==> src/rtl/clipdelay_pkg.sv <==
package clipdelay_pkg;

  typedef enum logic {
    DL_FIXED = 1'b0,
    DL_NEXT  = 1'b1
  } dl_mode_e;

  localparam int unsigned DEF_SLOTS = 2;

endpackage

==> src/rtl/cda_tick_gen.sv <==
module cda_tick_gen #(
  parameter int unsigned PRESCALE = 100
) (
  input  logic clk,
  input  logic rst_n,
  input  logic clr,
  output logic tick
);
  localparam int unsigned PW   = (PRESCALE > 1) ? $clog2(PRESCALE) : 1;
  localparam logic [PW-1:0] LAST = PW'(PRESCALE - 1);

  logic [PW-1:0] div_q, div_d;

  assign tick = (div_q == LAST);

  always_comb begin
    div_d = div_q;
    if (clr || tick) div_d = '0;
    else             div_d = div_q + 1'b1;
  end

  always_ff @(posedge clk or negedge rst_n) begin
    if (!rst_n) div_q <= '0;
    else        div_q <= div_d;
  end
endmodule

==> src/rtl/cda_event_tracker.sv <==
module cda_event_tracker
  import clipdelay_pkg::*;
#(
  parameter int unsigned DLY_W = 16,
  parameter int unsigned SLOTS = DEF_SLOTS
) (
  input  logic             clk,
  input  logic             rst_n,
  input  logic             clr,
  input  logic             tick,
  input  logic             start,
  input  logic             done,
  input  logic             next_mode,
  input  logic [DLY_W-1:0] fixed_dl,
  output logic             chg_vld,
  output logic [DLY_W-1:0] chg_val,
  output logic             rejected,
  output logic [$clog2(SLOTS+1)-1:0] occ
);
  localparam int unsigned IW = (SLOTS > 1) ? $clog2(SLOTS) : 1;
  localparam int unsigned OW = $clog2(SLOTS + 1);
  localparam logic [DLY_W-1:0] DMAX = {DLY_W{1'b1}};

  function automatic logic [DLY_W-1:0] sat_inc(input logic [DLY_W-1:0] v);
    return (v == DMAX) ? v : v + 1'b1;
  endfunction

  function automatic logic [DLY_W-1:0] max_of(input logic [DLY_W-1:0] a,
                                                input logic [DLY_W-1:0] b);
    return (a > b) ? a : b;
  endfunction

  function automatic logic [IW-1:0] wrap(input int unsigned v);
    return IW'(v % SLOTS);
  endfunction

  dl_mode_e          mode;
  logic [IW-1:0]     head_q, head_d, tail_idx, newest_idx;
  logic [OW-1:0]     occ_q, occ_d, occ_after;
  logic              pend_q, pend_d;
  logic [DLY_W-1:0]  pcnt_q, pcnt_d, pcnt_el;
  logic              do_done, do_start;
  logic [SLOTS-1:0]  load_v, freeze_v, frz_w;
  logic [DLY_W-1:0]  el   [SLOTS];
  logic [DLY_W-1:0]  dl_w [SLOTS];

  assign mode = dl_mode_e'(next_mode);
  assign occ  = occ_q;

  // Control next state: retire oldest, admit new, freeze deadlines
  always_comb begin
    do_done    = done && (occ_q != '0);
    occ_after  = occ_q - OW'(do_done);
    do_start   = start && (occ_after < OW'(SLOTS));
    rejected   = start && !do_start;
    tail_idx   = wrap(int'(head_q) + int'(occ_q));
    newest_idx = wrap(int'(head_q) + int'(occ_q) + SLOTS - 1);
    pcnt_el    = tick ? sat_inc(pcnt_q) : pcnt_q;

    chg_vld  = 1'b0;
    chg_val  = '0;
    pend_d   = pend_q;
    pcnt_d   = pcnt_el;
    load_v   = '0;
    freeze_v = '0;

    if (do_done) begin
      if (mode == DL_FIXED) begin
        chg_vld = 1'b1;
        chg_val = max_of(el[head_q], fixed_dl);
      end else if (frz_w[head_q]) begin
        chg_vld = 1'b1;
        chg_val = max_of(el[head_q], dl_w[head_q]);
      end else if (do_start) begin
        chg_vld = 1'b1;
        chg_val = el[head_q];
      end else begin
        pend_d = 1'b1;
        pcnt_d = el[head_q];
      end
    end

    if (do_start) begin
      load_v[tail_idx] = 1'b1;
      if (pend_q) begin
        chg_vld = 1'b1;
        chg_val = pcnt_el;
        pend_d  = 1'b0;
      end
      if ((occ_q != '0) && !(do_done && (newest_idx == head_q)))
        freeze_v[newest_idx] = 1'b1;
    end

    head_d = do_done ? wrap(int'(head_q) + 1) : head_q;
    occ_d  = occ_after + OW'(do_start);

    if (clr) begin
      chg_vld = 1'b0;
      head_d  = '0;
      occ_d   = '0;
      pend_d  = 1'b0;
      pcnt_d  = '0;
    end
  end

  always_ff @(posedge clk or negedge rst_n) begin
    if (!rst_n) begin
      head_q <= '0;
      occ_q  <= '0;
      pend_q <= 1'b0;
      pcnt_q <= '0;
    end else begin
      head_q <= head_d;
      occ_q  <= occ_d;
      pend_q <= pend_d;
      pcnt_q <= pcnt_d;
    end
  end

  // One timer slot per allowed in-flight event
  for (genvar i = 0; i < SLOTS; i++) begin : g_slot
    logic [DLY_W-1:0] cnt_q, cnt_d, dl_q, dl_d;
    logic             frz_q, frz_d, en;

    assign el[i]    = tick ? sat_inc(cnt_q) : cnt_q;
    assign dl_w[i]  = dl_q;
    assign frz_w[i] = frz_q;
    assign en       = clr | load_v[i] | freeze_v[i] | tick;

    always_comb begin
      cnt_d = cnt_q;
      dl_d  = dl_q;
      frz_d = frz_q;
      if (clr || load_v[i]) begin
        cnt_d = '0;
        dl_d  = '0;
        frz_d = 1'b0;
      end else begin
        cnt_d = el[i];
        if (freeze_v[i]) begin
          frz_d = 1'b1;
          dl_d  = el[i];
        end
      end
    end

    always_ff @(posedge clk or negedge rst_n) begin
      if (!rst_n) begin
        cnt_q <= '0;
        dl_q  <= '0;
        frz_q <= 1'b0;
      end else if (en) begin
        cnt_q <= cnt_d;
        dl_q  <= dl_d;
        frz_q <= frz_d;
      end
    end
  end
endmodule

==> src/rtl/cda_accum.sv <==
module cda_accum #(
  parameter int unsigned DLY_W = 16,
  parameter int unsigned SUM_W = 32,
  parameter int unsigned CNT_W = 16
) (
  input  logic             clk,
  input  logic             rst_n,
  input  logic             clr,
  input  logic             chg_vld,
  input  logic [DLY_W-1:0] chg_val,
  output logic [SUM_W-1:0] sum,
  output logic [CNT_W-1:0] count
);
  localparam int unsigned XW = ((SUM_W > DLY_W) ? SUM_W : DLY_W) + 1;
  localparam logic [XW-1:0]    SUM_MAX_X = XW'({SUM_W{1'b1}});
  localparam logic [SUM_W-1:0] SUM_MAX   = {SUM_W{1'b1}};
  localparam logic [CNT_W-1:0] CNT_MAX   = {CNT_W{1'b1}};

  logic [SUM_W-1:0] sum_d;
  logic [CNT_W-1:0] cnt_d;
  logic [XW-1:0]    add_x;
  logic             en;

  assign add_x = XW'(sum) + XW'(chg_val);
  assign en    = clr | chg_vld;

  always_comb begin
    sum_d = sum;
    cnt_d = count;
    if (clr) begin
      sum_d = '0;
      cnt_d = '0;
    end else if (chg_vld) begin
      sum_d = (add_x > SUM_MAX_X) ? SUM_MAX : add_x[SUM_W-1:0];
      cnt_d = (count == CNT_MAX) ? count : count + 1'b1;
    end
  end

  always_ff @(posedge clk or negedge rst_n) begin
    if (!rst_n) begin
      sum   <= '0;
      count <= '0;
    end else if (en) begin
      sum   <= sum_d;
      count <= cnt_d;
    end
  end
endmodule

==> src/rtl/clipdelay_acc.sv <==
module clipdelay_acc
  import clipdelay_pkg::*;
#(
  parameter int unsigned PRESCALE     = 100,
  parameter int unsigned DLY_W        = 16,
  parameter int unsigned SUM_W        = 32,
  parameter int unsigned CNT_W        = 16,
  parameter int unsigned MAX_INFLIGHT = DEF_SLOTS
) (
  input  logic             clk,
  input  logic             rst_n,
  input  logic             clr,
  input  logic             ev_start,
  input  logic             ev_done,
  input  logic             mode_next,
  input  logic [DLY_W-1:0] fixed_deadline,
  output logic [SUM_W-1:0] clip_sum,
  output logic [CNT_W-1:0] ev_count,
  output logic             insufficient
);
  localparam int unsigned OW = $clog2(MAX_INFLIGHT + 1);

  logic [1:0]       rst_sync_q;
  logic             rst_core_n;
  logic             tick;
  logic             chg_vld, rejected;
  logic [DLY_W-1:0] chg_val;
  logic [OW-1:0]    occ;
  logic             flag_d;

  always_ff @(posedge clk or negedge rst_n) begin
    if (!rst_n) rst_sync_q <= 2'b00;
    else        rst_sync_q <= {rst_sync_q[0], 1'b1};
  end
  assign rst_core_n = rst_sync_q[1];

  cda_tick_gen #(.PRESCALE(PRESCALE)) u_tick (
    .clk   (clk),
    .rst_n (rst_core_n),
    .clr   (clr),
    .tick  (tick)
  );

  cda_event_tracker #(.DLY_W(DLY_W), .SLOTS(MAX_INFLIGHT)) u_track (
    .clk       (clk),
    .rst_n     (rst_core_n),
    .clr       (clr),
    .tick      (tick),
    .start     (ev_start),
    .done      (ev_done),
    .next_mode (mode_next),
    .fixed_dl  (fixed_deadline),
    .chg_vld   (chg_vld),
    .chg_val   (chg_val),
    .rejected  (rejected),
    .occ       (occ)
  );

  cda_accum #(.DLY_W(DLY_W), .SUM_W(SUM_W), .CNT_W(CNT_W)) u_acc (
    .clk     (clk),
    .rst_n   (rst_core_n),
    .clr     (clr),
    .chg_vld (chg_vld),
    .chg_val (chg_val),
    .sum     (clip_sum),
    .count   (ev_count)
  );

  always_comb begin
    flag_d = insufficient;
    if (clr)           flag_d = 1'b0;
    else if (rejected) flag_d = 1'b1;
  end

  always_ff @(posedge clk or negedge rst_core_n) begin
    if (!rst_core_n) insufficient <= 1'b0;
    else             insufficient <= flag_d;
  end
endmodule

==> config.mk <==
export PLATFORM = sky130hd
export DESIGN_NAME = clipdelay_acc
export DESIGN_NICKNAME = d
export VERILOG_FILES = /design/src/rtl/clipdelay_pkg.sv /design/src/rtl/cda_tick_gen.sv /design/src/rtl/cda_event_tracker.sv /design/src/rtl/cda_accum.sv /design/src/rtl/clipdelay_acc.sv
export SDC_FILE = /design/constraint.sdc
export NUM_CORES = 1
export LEC_CHECK = 0
export BUFFER_PORTS_ARGS = -buffer_cell sky130_fd_sc_hd__buf_2
export CAP_MARGIN = 0
export CORE_UTILIZATION = 57
export CTS_BUF_LIST = sky130_fd_sc_hd__clkbuf_4
export CTS_CLUSTER_SIZE = 16
export DETAILED_ROUTE_END_ITERATION = 8
export PLACE_DENSITY = 0.79
export SYNTH_ARGS = -nofsm -noshare
export SYNTH_HDL_FRONTEND = slang
export SYNTH_SLANG_ARGS = --single-unit
==> constraint.sdc <==
create_clock -name clk -period 4.05 [get_ports clk]
set_input_delay 0.405 -clock clk [delete_from_list [all_inputs] [get_ports clk]]
set_output_delay 0.405 -clock clk [all_outputs]
set_load 0.005 [all_outputs]
Word-level counts from Yosys, hierarchy flattened

Index checks and enable logic that the tools add are counted.

Bitwise gates (word level): 8
Reductions and logical operators: 22
Mux-type cells: 70
Equality and inequality tests: 7
$lt $le $gt $ge: 10
Add/sub/neg operators: 13

Operators by type and width:

| operator              | count |
|---|---|
| $mux 16               | 34 |
| $mux 32               | 3 |
| $add 16x1->16 const B | 4 |
| $eq 16x16->1 const B  | 4 |
| $add 32x16->33        | 1 |
| $gt 33x32->1 const B  | 1 |
| $gt 16x16->1          | 2 |
| $mux 1                | 26 |
| $reduce_bool 2->1     | 6 |
| $mux 2                | 4 |
| $add 7x1->7 const B   | 1 |
| $eq 7x7->1 const B    | 1 |
| $logic_and 1x1->1     | 7 |
| $mux 7                | 1 |
| $or 1x1->1            | 7 |
| $lt 1x2->1 const B    | 3 |
| $reduce_and 2->1      | 3 |
| $logic_or 1x1->1      | 3 |
| $reduce_and 3->1      | 1 |
| $add 1x1->1           | 2 |
| $add 1x1->1 const B   | 2 |
| $add 2x1->2           | 1 |
| $demux 1 s1           | 2 |
| $ge 1x1->1 const B    | 2 |
| other kinds (8)       | 9 |

Word-level logic and storage cells: 145
Register bits after elaboration: 144

Longest topological paths before layout

Gate-level depths: netlist (run 1).

Depth in word-level cells: 18
Mapped depth: 27

Hierarchy

A second synthesis (run 1) with hierarchy kept.

Cell total of the unflattened synthesis: 1,092
Area, all modules: 9,805.7 um^2

By module, submodules not included:

| module            | instances | cells an instance | area each (um^2) | sequential area each (um^2) |
|---|---|---|---|---|
| cda_event_tracker | 1         | 690               | 6,053.3          | 2,152.1 |
| cda_accum         | 1         | 366               | 3,344.5          | 1,201.2 |
| cda_tick_gen      | 1         | 31                | 319.1            | 175.2 |
| clipdelay_acc     | 1         | 5                 | 88.8             | 75.1 |

Least setup slack after synthesis (run 1)

OpenSTA, ideal clock, no wires.

Path type: register to register
From: register u_tick.div_q[0]
To: register u_acc.sum[10]
Path slack: -2,401 ps
Period minus slack after synthesis: 6,451 ps
Arrival time: 6,310 ps
Setup time: 141 ps
Stages on the path, launching flop included: 28
Path buffers: 3
Required time: 3,909 ps
Cell sequence: dfrtp_1 > ha_1 > and2_0 > clkbuf_1 > nand4_1 > or4_1 > and2_1 > mux2i_2 > inv_1 > ha_1 > nand4_1 > or3_1 > nor2_1 > a21oi_1 > nor2_1 > clkbuf_1 > o21a_1 > o211ai_1 > ha_1 > fa_1 > a211oi_1 > o211ai_1 > a2111oi_2 > o21ai_0 > a21o_1 > nand4_1 > buf_2 > a31oi_1

Word-level cells in the longest chain between the ends: 17
Elaborated cells between the ends (all ways): 22
Classes of those cells: add/sub (1); order compare (3); eq/ne (1); mux (17)

Ends and longest elaborated chain:

| element                                     | line                                                                      | text |
|---|---|---|
| from (decl)                                 | cda_tick_gen.sv:12                                                        | `logic [PW-1:0] div_q, div_d;` |
| from (signal assigned)                      | cda_tick_gen.sv:24                                                        | `else div_q <= div_d;` |
| $eq 7x7->1 *                                | cda_tick_gen.sv:14                                                        | `assign tick = (div_q == LAST);` |
| $mux 16                                     | cda_event_tracker.sv:125                                                  | `assign el[i] = tick ? sat_inc(cnt_q) : cnt_q;` |
| $mux 16 (not written as such) (3 in series) | cda_event_tracker.sv:70, cda_event_tracker.sv:73, cda_event_tracker.sv:76 |  |
| $gt 16x16->1                                | cda_event_tracker.sv:30                                                   | `return (a > b) ? a : b;` |
| $mux 16                                     | cda_event_tracker.sv:30                                                   |  |
| $mux 16                                     | cda_event_tracker.sv:71                                                   | `end else if (frz_w[head_q]) begin` |
| $mux 16                                     | cda_event_tracker.sv:68                                                   | `if (mode == DL_FIXED) begin` |
| $mux 16                                     | cda_event_tracker.sv:67                                                   | `if (do_done) begin` |
| $mux 16                                     | cda_event_tracker.sv:85                                                   | `if (pend_q) begin` |
| $mux 16 *                                   | cda_event_tracker.sv:83                                                   | `if (do_start) begin` |
| $add 32x16->33 *                            | cda_accum.sv:24                                                           | `assign add_x = XW'(sum) + XW'(chg_val);` |
| $gt 33x32->1                                | cda_accum.sv:34                                                           | `sum_d = (add_x > SUM_MAX_X) ? SUM_MAX : add_x[SUM_W-1:0];` |
| $mux 32 *                                   | cda_accum.sv:34                                                           |  |
| $mux 32 *                                   | cda_accum.sv:33                                                           | `end else if (chg_vld) begin` |
| $mux 32 *                                   | cda_accum.sv:30                                                           | `if (clr) begin` |
| to (signal assigned)                        | cda_accum.sv:44                                                           | `sum <= sum_d;` |
| to (decl)                                   | cda_accum.sv:11                                                           | `output logic [SUM_W-1:0] sum,` |

Mark *: on every way between the ends. The rest lies on a longest branch, timed or not. The select of a mux whose other input is x is not followed.
A chain may end at the register's enable or synchronous reset.

Worst setup path in the final report (run 1)

From: register u_track.g_slot[0].cnt_q[0]
To: register u_acc.sum[2]

Word-level cells in the longest chain between the ends: 18
Elaborated cells between the ends (all ways): 22
Classes of those cells: add/sub (2); order compare (3); eq/ne (1); mux (16)

Ends and longest elaborated chain:

| element                                              | line                                                                      | text |
|---|---|---|
| from (decl)                                          | cda_event_tracker.sv:122                                                  | `logic [DLY_W-1:0] cnt_q, cnt_d, dl_q, dl_d;` |
| from (signal assigned)                               | cda_event_tracker.sv:153                                                  | `cnt_q <= cnt_d;` |
| $add 16x1->16 / $eq 16x16->1 (equally long branches) | cda_event_tracker.sv:25                                                   | `return (v == DMAX) ? v : v + 1'b1;` |
| $mux 16                                              | cda_event_tracker.sv:25                                                   |  |
| $mux 16 *                                            | cda_event_tracker.sv:125                                                  |  |
| $mux 16 (not written as such) * (3 in series)        | cda_event_tracker.sv:70, cda_event_tracker.sv:73, cda_event_tracker.sv:76 |  |
| $gt 16x16->1                                         | cda_event_tracker.sv:30                                                   |  |
| $mux 16                                              | cda_event_tracker.sv:30                                                   |  |
| $mux 16                                              | cda_event_tracker.sv:71                                                   |  |
| $mux 16 *                                            | cda_event_tracker.sv:68                                                   |  |
| $mux 16 *                                            | cda_event_tracker.sv:67                                                   |  |
| $mux 16                                              | cda_event_tracker.sv:85                                                   |  |
| $mux 16 *                                            | cda_event_tracker.sv:83                                                   |  |
| $add 32x16->33 *                                     | cda_accum.sv:24                                                           |  |
| $gt 33x32->1                                         | cda_accum.sv:34                                                           |  |
| $mux 32 *                                            | cda_accum.sv:34                                                           |  |
| $mux 32 *                                            | cda_accum.sv:33                                                           |  |
| $mux 32 *                                            | cda_accum.sv:30                                                           |  |

Marked as above.

==> out/metrics.yaml, run 1 <==
die:
  die_h_um: 133
  rows: 47
  dieArea_um2: 17800
  die_w_um: 133
  ios: 71
  start_util_pct: 58.8
  design.core.area_um2: 16800
route:
  routed-via-count: 11400
  drtPass1Iterations: 8
  via_per_inst: 6.71
  drtIter0Drc: 1445
  wl_um: 37600
  wl_per_cell_um: 22.1
  drtAntennaViolNets: 0
  drc: 0
clocking:
  clkTransAtPathRegs_ns: 0.13
  h-tree-depth: 4
  clock_latency_ns: 0.58
  clk_path_buf_depth: 2
  numCtsBuffers: 17
  cts-root-buf: "clkbuf_4"
  cts_tree: "built"
  clock-sinks: 144
global_routing:
  antenna_found_initial: 1
  track_usage_pct: 38.4
  grt-ovfl-total: 0
  grt_pass1_vias: 10400
  grt_max_degree: 74
  grt_pass1_wl_um: 53000
place:
  gp_congestion: 1.05
  dp_slack_ns: -2.25
  dp_hpwl_um: 24400
  portBuffers: 70
worst_setup_path:
  arrival_ns: 7.00
  critPathMaxStageDelay_ns: 0.77
  cpMaxStageDelayCell: "mux2i_1"
  cp-end-kind: "flip-flop"
  worstSetupPathType: "flip-flop to flip-flop"
  cp_max_fo: 17
  startpoint_type: "flip-flop"
  required_ns: 4.47
synthesis:
  synth_top_cell_by_area: "dfrtp_1"
  synthFlopType: "dfrtp_1"
  post_synth_inst_count: 1119
  syn_avg_cell_area_um2: 8.81
  syn_area_um2: 9850
  yosys_warnings: 0
  async_reset_ff_share_pct: 100
  synth_edf_count: 0
  synth_seq_cells: 144
  ys_seq_area_share_pct: 36.6
  synth_cell_types: 82
  syn_nets: 1200
  synthTopCellsByArea: "dfrtp_1 37%, ha_1 7.4%, nor2_1 5.7%"
  synth_top_area_share_pct: 36.6
sta:
  timing.hold.ws_ns: 0.129
  worst_slack_ns: -2.53
  setup_violations: 32
  finalMaxSlewViolations: 0
  fin_crit_ns: 6.58
  skew_ns: 0.0335
  worst_pin_slew_ns: 1.09
  timing.fmax_mhz: 152
  post-route-period-util_pct: 162
  relSlewSlack_pct: 26.4
  rsz0062_at_grt: "true"
  hold_viol_final: 0
layout:
  final_layout_size_suffix_gt1_share_pct: 36.1
  nNetsFinal: 1547
  syn_to_final_growth_pct: 38.2
flow_run:
  maxCapViolCount: 0
run_status:
  violations: "negative setup slack"
  status: "finished, violations left"
power:
  power.leakage_nw: 6.28
  ir_worst_vdd_mv: 0.332
  power.density_nw_per_um2: 350
worst_hold_path:
  hold_path.class: "primary input to asynchronous set/reset pin"
[layout by cell type, fill, tap and decap left out, types with 7 or more instances in the layout]
cell and count:
and3_1 21, a31oi_1 29, nor3_1 31, buf_4 296, a211oi_2 7, xnor2_1 27
buf_6 8, a21oi_1 52, a211oi_1 36, and2_1 8, xor2_1 32, inv_1 43
and4_1 11, o211ai_1 16, dfrtp_1 142, nor2_1 143, ha_4 11, clkbuf_4 19
o21ai_0 52, nand4_1 30, ha_1 45, nand3_1 50, a21o_1 9, nand2_1 61
nor3_2 7, mux2i_1 32, buf_2 70
[cells in the mapped netlist, types with 7 or more instances]
library cell	instances
nor2_1	149
a31oi_1	30
clkbuf_1	38
and2_1	8
a211oi_1	43
o211ai_1	16
nand3_1	52
a21oi_1	60
inv_1	44
nor4_1	7
nor3_1	40
nand2_1	63
dfrtp_1	144
a21o_1	9
and3_1	22
mux2i_1	34
xnor2_1	29
nand4_1	30
a311oi_1	8
xor2_1	34
mux2_2	7
o21ai_0	59
ha_1	58
and4_1	11
[cell type report]
class                           count  area (um2)
Clock inverter                     12         183
Tap cell                          220         275
Fill cell                         935        3140
Antenna cell                        2        5.00
Timing Repair Buffer              378        2730
Multi-Input combinational cell    879        6500
Sequential cell                   144        3610
Inverter                           46         173
Clock buffer                       19         143
[power breakdown]
| part | internal, mW | switching, mW |
|---|---|---|
| registers | 1.56 | 0.156 |
| logic | 0.865 | 1.09 |
| clock network | 0.507 | 0.581 |
| total | 2.93 | 1.83 |
[per-stage QoR]
step / cells / power, mW / TNS (ns) / utilization, % / cell area [um2]
after global placement: 1646 / 3.32 / -62.29 / 75.2 / 12600
after detailed placement: 1646 / 3.39 / -69.26 / 75.2 / 12600
after CTS: 1693 / 4.56 / -61.24 / 79.4 / 13300
after global routing: 1700 / 4.93 / -86.01 / 81.2 / 13600
final: 1700 / 4.76 / -78.80 / 81.2 / 13600
after floorplan: 1119 / 2.61 / -56.27 / - / 10000
[state kept, by name, summed over array words and instances, names as in the netlist]
name                  cells
u_track.pend_q            1
u_track.occ               2
u_acc.count              16
u_track.g_slot.cnt_q     32
u_track.head_q            1
u_track.g_slot.frz_q      2
u_track.g_slot.dl_q      32
insufficient              1
u_tick.div_q              7
rst_sync_q                2
u_track.pcnt_q           16
u_acc.sum                32
[repair_timing]
item / 4_1_cts / 5_1_grt
gates resized for setup: 51 / 45
setup buffers: 16 / 5
endpoints found under the hold margin: 2 / 0
pin swaps: 29 / 25
hold buffers: 1 / 0
endpoints found under the setup margin: 32 / 32
[cells by family after synthesis]
family | Yosys count | share of synthesized area, %
XOR/XNOR | 63 | 5.60
AO/OA/AOI/OAI | 285 | 19.1
adder cells (fa/ha/maj) | 59 | 7.57
flip-flops | 144 | 36.6
AND/OR/NAND/NOR | 425 | 21.9
other | 1 | 0.0381
buffers and inverters | 96 | 4.05
multiplexers | 46 | 5.23
[critical path: cells and delay by family, from the launching register on]
kind,cells,cell delay (ns)
flops,1,0.42
fa+ha+maj,3,0.96
simple gates,6,1.22
xor+xnor,1,0.14
buf+inv,4,0.66
mux,2,1.15
compound gates,10,1.85
[metal layers]
metal / GRT usage (%) / up-vias / part of all wire (%)
met5: 0 / - / 0
met4: 21.0 / 0 / 7.4
met3: 6.93 / 303 / 11
met2: 61.5 / 942 / 45
met1: 49.2 / 5345 / 37
li1: - / 4819 / -
[worst paths after layout]
path,startpoint,endpoint,slack (ns),cells after the start
worst max-delay path,u_track.g_slot[0].cnt_q[0]$_DFFE_PN0N_,u_acc.sum[2]$_DFFE_PN0P_,-2.53,26
min in group clk,ev_start,insufficient$_DFFE_PN0P_,0.13,3
worst min-delay path,rst_n,rst_sync_q[1]$_DFF_PN0_,0.13,2
worst min register to register,rst_sync_q[0]$_DFF_PN0_,rst_sync_q[1]$_DFF_PN0_,0.37,0
max in group asynchronous,rst_sync_q[1]$_DFF_PN0_,u_acc.count[5]$_DFFE_PN0P_,2.63,1
worst max register to register,u_track.g_slot[0].cnt_q[0]$_DFFE_PN0N_,u_acc.sum[2]$_DFFE_PN0P_,-2.53,26
(Power assumes the default switching activity.)
==> run 2, diff against run 1 <==
SKIP_CTS_REPAIR_TIMING = 1   (was not set)
clock period = 5.9 ns   (was 4.05 ns; I/O delays follow)
==> run 2 against run 1 <==
  * The flow still finishes with violations (negative setup slack)
  * Setup slack improved by 2.2 ns
  * Final area fell by 4.0%
  * Cell count fell by 3.4%
  * First-iteration DRC count fell by 36%
  * Sequential share of layout area rose by 1.1 points
  * Via count fell by 8.9%
  * Worst hold slack improved by 0.16 ns
  * Clock-buffer cell count fell by 2
  * Critical path type unchanged
  * Critical endpoint is now u_acc.sum[25]$_DFFE_PN0P_
==> out/metrics.yaml, run 2 (synthesized netlist as in run 1, its figures left out) <==
run_status:
  status: "finished, violations left"
  violations: "negative setup slack"
sta:
  relSlewSlack_pct: 20.2
  setup_violations: 32
  finalMaxSlewViolations: 0
  fin_crit_ns: 6.20
  timing.hold.ws_ns: 0.285
  hold_viol_final: 0
  rsz0062_at_grt: "true"
  worst_slack_ns: -0.296
  skew_ns: 0.0290
  timing.fmax_mhz: 161
  post-route-period-util_pct: 105
  worst_pin_slew_ns: 1.18
layout:
  mostFrequentLayoutCell: "buf_4"
  nNetsFinal: 1490
  layout_common_cells: "235 x buf_4, 142 x nor2_1, 142 x dfrtp_1"
  final_layout_size_suffix_gt1_share_pct: 32.8
  syn_to_final_growth_pct: 32.6
  utilization_pct: 78.0
  reg_top3: "u_acc.sum: 32 flops, u_track.g_slot.cnt_q: 32 flops, u_track.g_slot.dl_q: 32 flops"
power:
  power.leakage_nw: 5.99
  ir_worst_vdd_mv: 0.222
  power.density_nw_per_um2: 230
  power_mw: 3.01
route:
  wl_per_cell_um: 20.0
  drtIter0Drc: 926
  wl_um: 32800
  routed-via-count: 10400
  drtAntennaViolNets: 0
  via_per_inst: 6.33
  drc: 0
  drtPass1Iterations: 7
die:
  die_h_um: 133
  ios: 71
  die_w_um: 133
  rows: 47
  dieArea_um2: 17800
  design.core.area_um2: 16800
  start_util_pct: 58.8
worst_setup_path:
  crit-reg2reg-launch: "u_tick.div_q[2]$_DFF_PN0_"
  required_ns: 6.41
  r2r_end: "u_acc.sum[25]$_DFFE_PN0P_"
  arrival_ns: 6.70
  cp-end-kind: "flip-flop"
  r2r_slack_ns: -0.30
  worstSetupPathType: "flip-flop to flip-flop"
  startpoint_type: "flip-flop"
  crit_start: "u_tick.div_q[2]$_DFF_PN0_"
  cp_max_fo: 5
  r2r.worst_path.cells: 25
  crit_end: "u_acc.sum[25]$_DFFE_PN0P_"
place:
  portBuffers: 70
  gp_congestion: 1.00
  dp_hpwl_um: 23400
clocking:
  clk_path_buf_depth: 2
  cts-root-buf: "clkbuf_4"
  h-tree-depth: 4
  numCtsBuffers: 17
  cts_tree: "built"
  clock-sinks: 144
  clkTransAtPathRegs_ns: 0.15
  clock_latency_ns: 0.62
global_routing:
  grt_use_met3_pct: 7.80
  grt_max_degree: 85
  track_usage_pct: 35.6
  antenna_found_initial: 2
  grt_pass1_vias: 9570
  met2_usage_pct: 56.5
  grt-ovfl-total: 0
  gr-max-usage-layer: "met2"
  met1_usage_pct: 47.5
  grt_pass1_wl_um: 49200
worst_hold_path:
  hold_path.class: "primary input to asynchronous set/reset pin"
flow_run:
  maxCapViolCount: 0
run 2: cell types whose count changed in the layout (fill, tap and decap cells not counted), sizes merged:
| cell | change |
|---|---|
| buf | -57 |
| clkinv | +5 |
| bufinv | -2 |
| clkbuf | -2 |
| clkinvlp | +2 |
| inv | -2 |
| diode | -1 |
run 2: power by group:
part	internal, mW	switching [mW]
Clock	0.247	0.400
Sequential	1.07	0.101
Combinational	0.511	0.675
Total	1.83	1.18
run 2: worst max-delay path, stage by stage (launching register included):
cell	delay, ns
dfrtp_2	0.47
nor4b_4	0.33
buf_4	0.19
nand4_1	0.24
buf_4	0.24
or4_4	0.42
and3_4	0.21
nor2_4	0.12
ha_1	0.16
nand4_1	0.11
or4_4	0.52
a21oi_4	0.14
o31a_1	0.20
nor2_1	0.10
buf_4	0.16
a22o_1	0.22
a211o_1	0.27
ha_1	0.34
a2111oi_1	0.44
o21ai_1	0.20
nand3_2	0.16
a311oi_2	0.13
nor2_1	0.19
nor3_2	0.07
buf_4	0.16
a311oi_1	0.28
run 2: how the worst min path moves through the flow:
| stage | from | endpoint | slack [ns] |
|---|---|---|---|
| global placement | rst_sync_q[0]$_DFF_PN0_ | rst_sync_q[1]$_DFF_PN0_ | 0.34 |
| detailed placement | rst_sync_q[0]$_DFF_PN0_ | rst_sync_q[1]$_DFF_PN0_ | 0.34 |
| global route | rst_n | rst_sync_q[1]$_DFF_PN0_ | 0.25 |
| CTS | rst_n | rst_sync_q[1]$_DFF_PN0_ | -0.27 |
| floorplan | rst_n | rst_sync_q[0]$_DFF_PN0_ | 0.29 |
| finish | rst_n | rst_sync_q[1]$_DFF_PN0_ | 0.28 |
run 2: cell type report:
class | count | area, um2
Fill cell | 1113 | 3690
Clock inverter | 15 | 145
Multi-Input combinational cell | 879 | 6410
Tap cell | 220 | 275
Timing Repair Buffer | 321 | 2320
Antenna cell | 1 | 2.50
Sequential cell | 144 | 3610
Clock buffer | 17 | 128
Inverter | 46 | 175
run 2: routing by layer:
metal | up-vias | part of all wire (%)
li1 | 4716 | -
met1 | 5018 | 41
met2 | 540 | 47
met3 | 119 | 8.3
met4 | 0 | 3.8
met5 | - | 0
run 2: per-stage QoR:
step | area [um2] | cells | TNS (ns) | setup slack, ns
after detailed placement | 12100 | 1577 | -10.64 | -0.420
final | 13100 | 1643 | -6.61 | -0.296
after global routing | 13100 | 1642 | -14.49 | -0.527
after global placement | 12100 | 1577 | -7.86 | -0.295
after CTS | 12300 | 1609 | -12.20 | -0.473
after floorplan | 10000 | 1119 | -0.246 | -0.0274
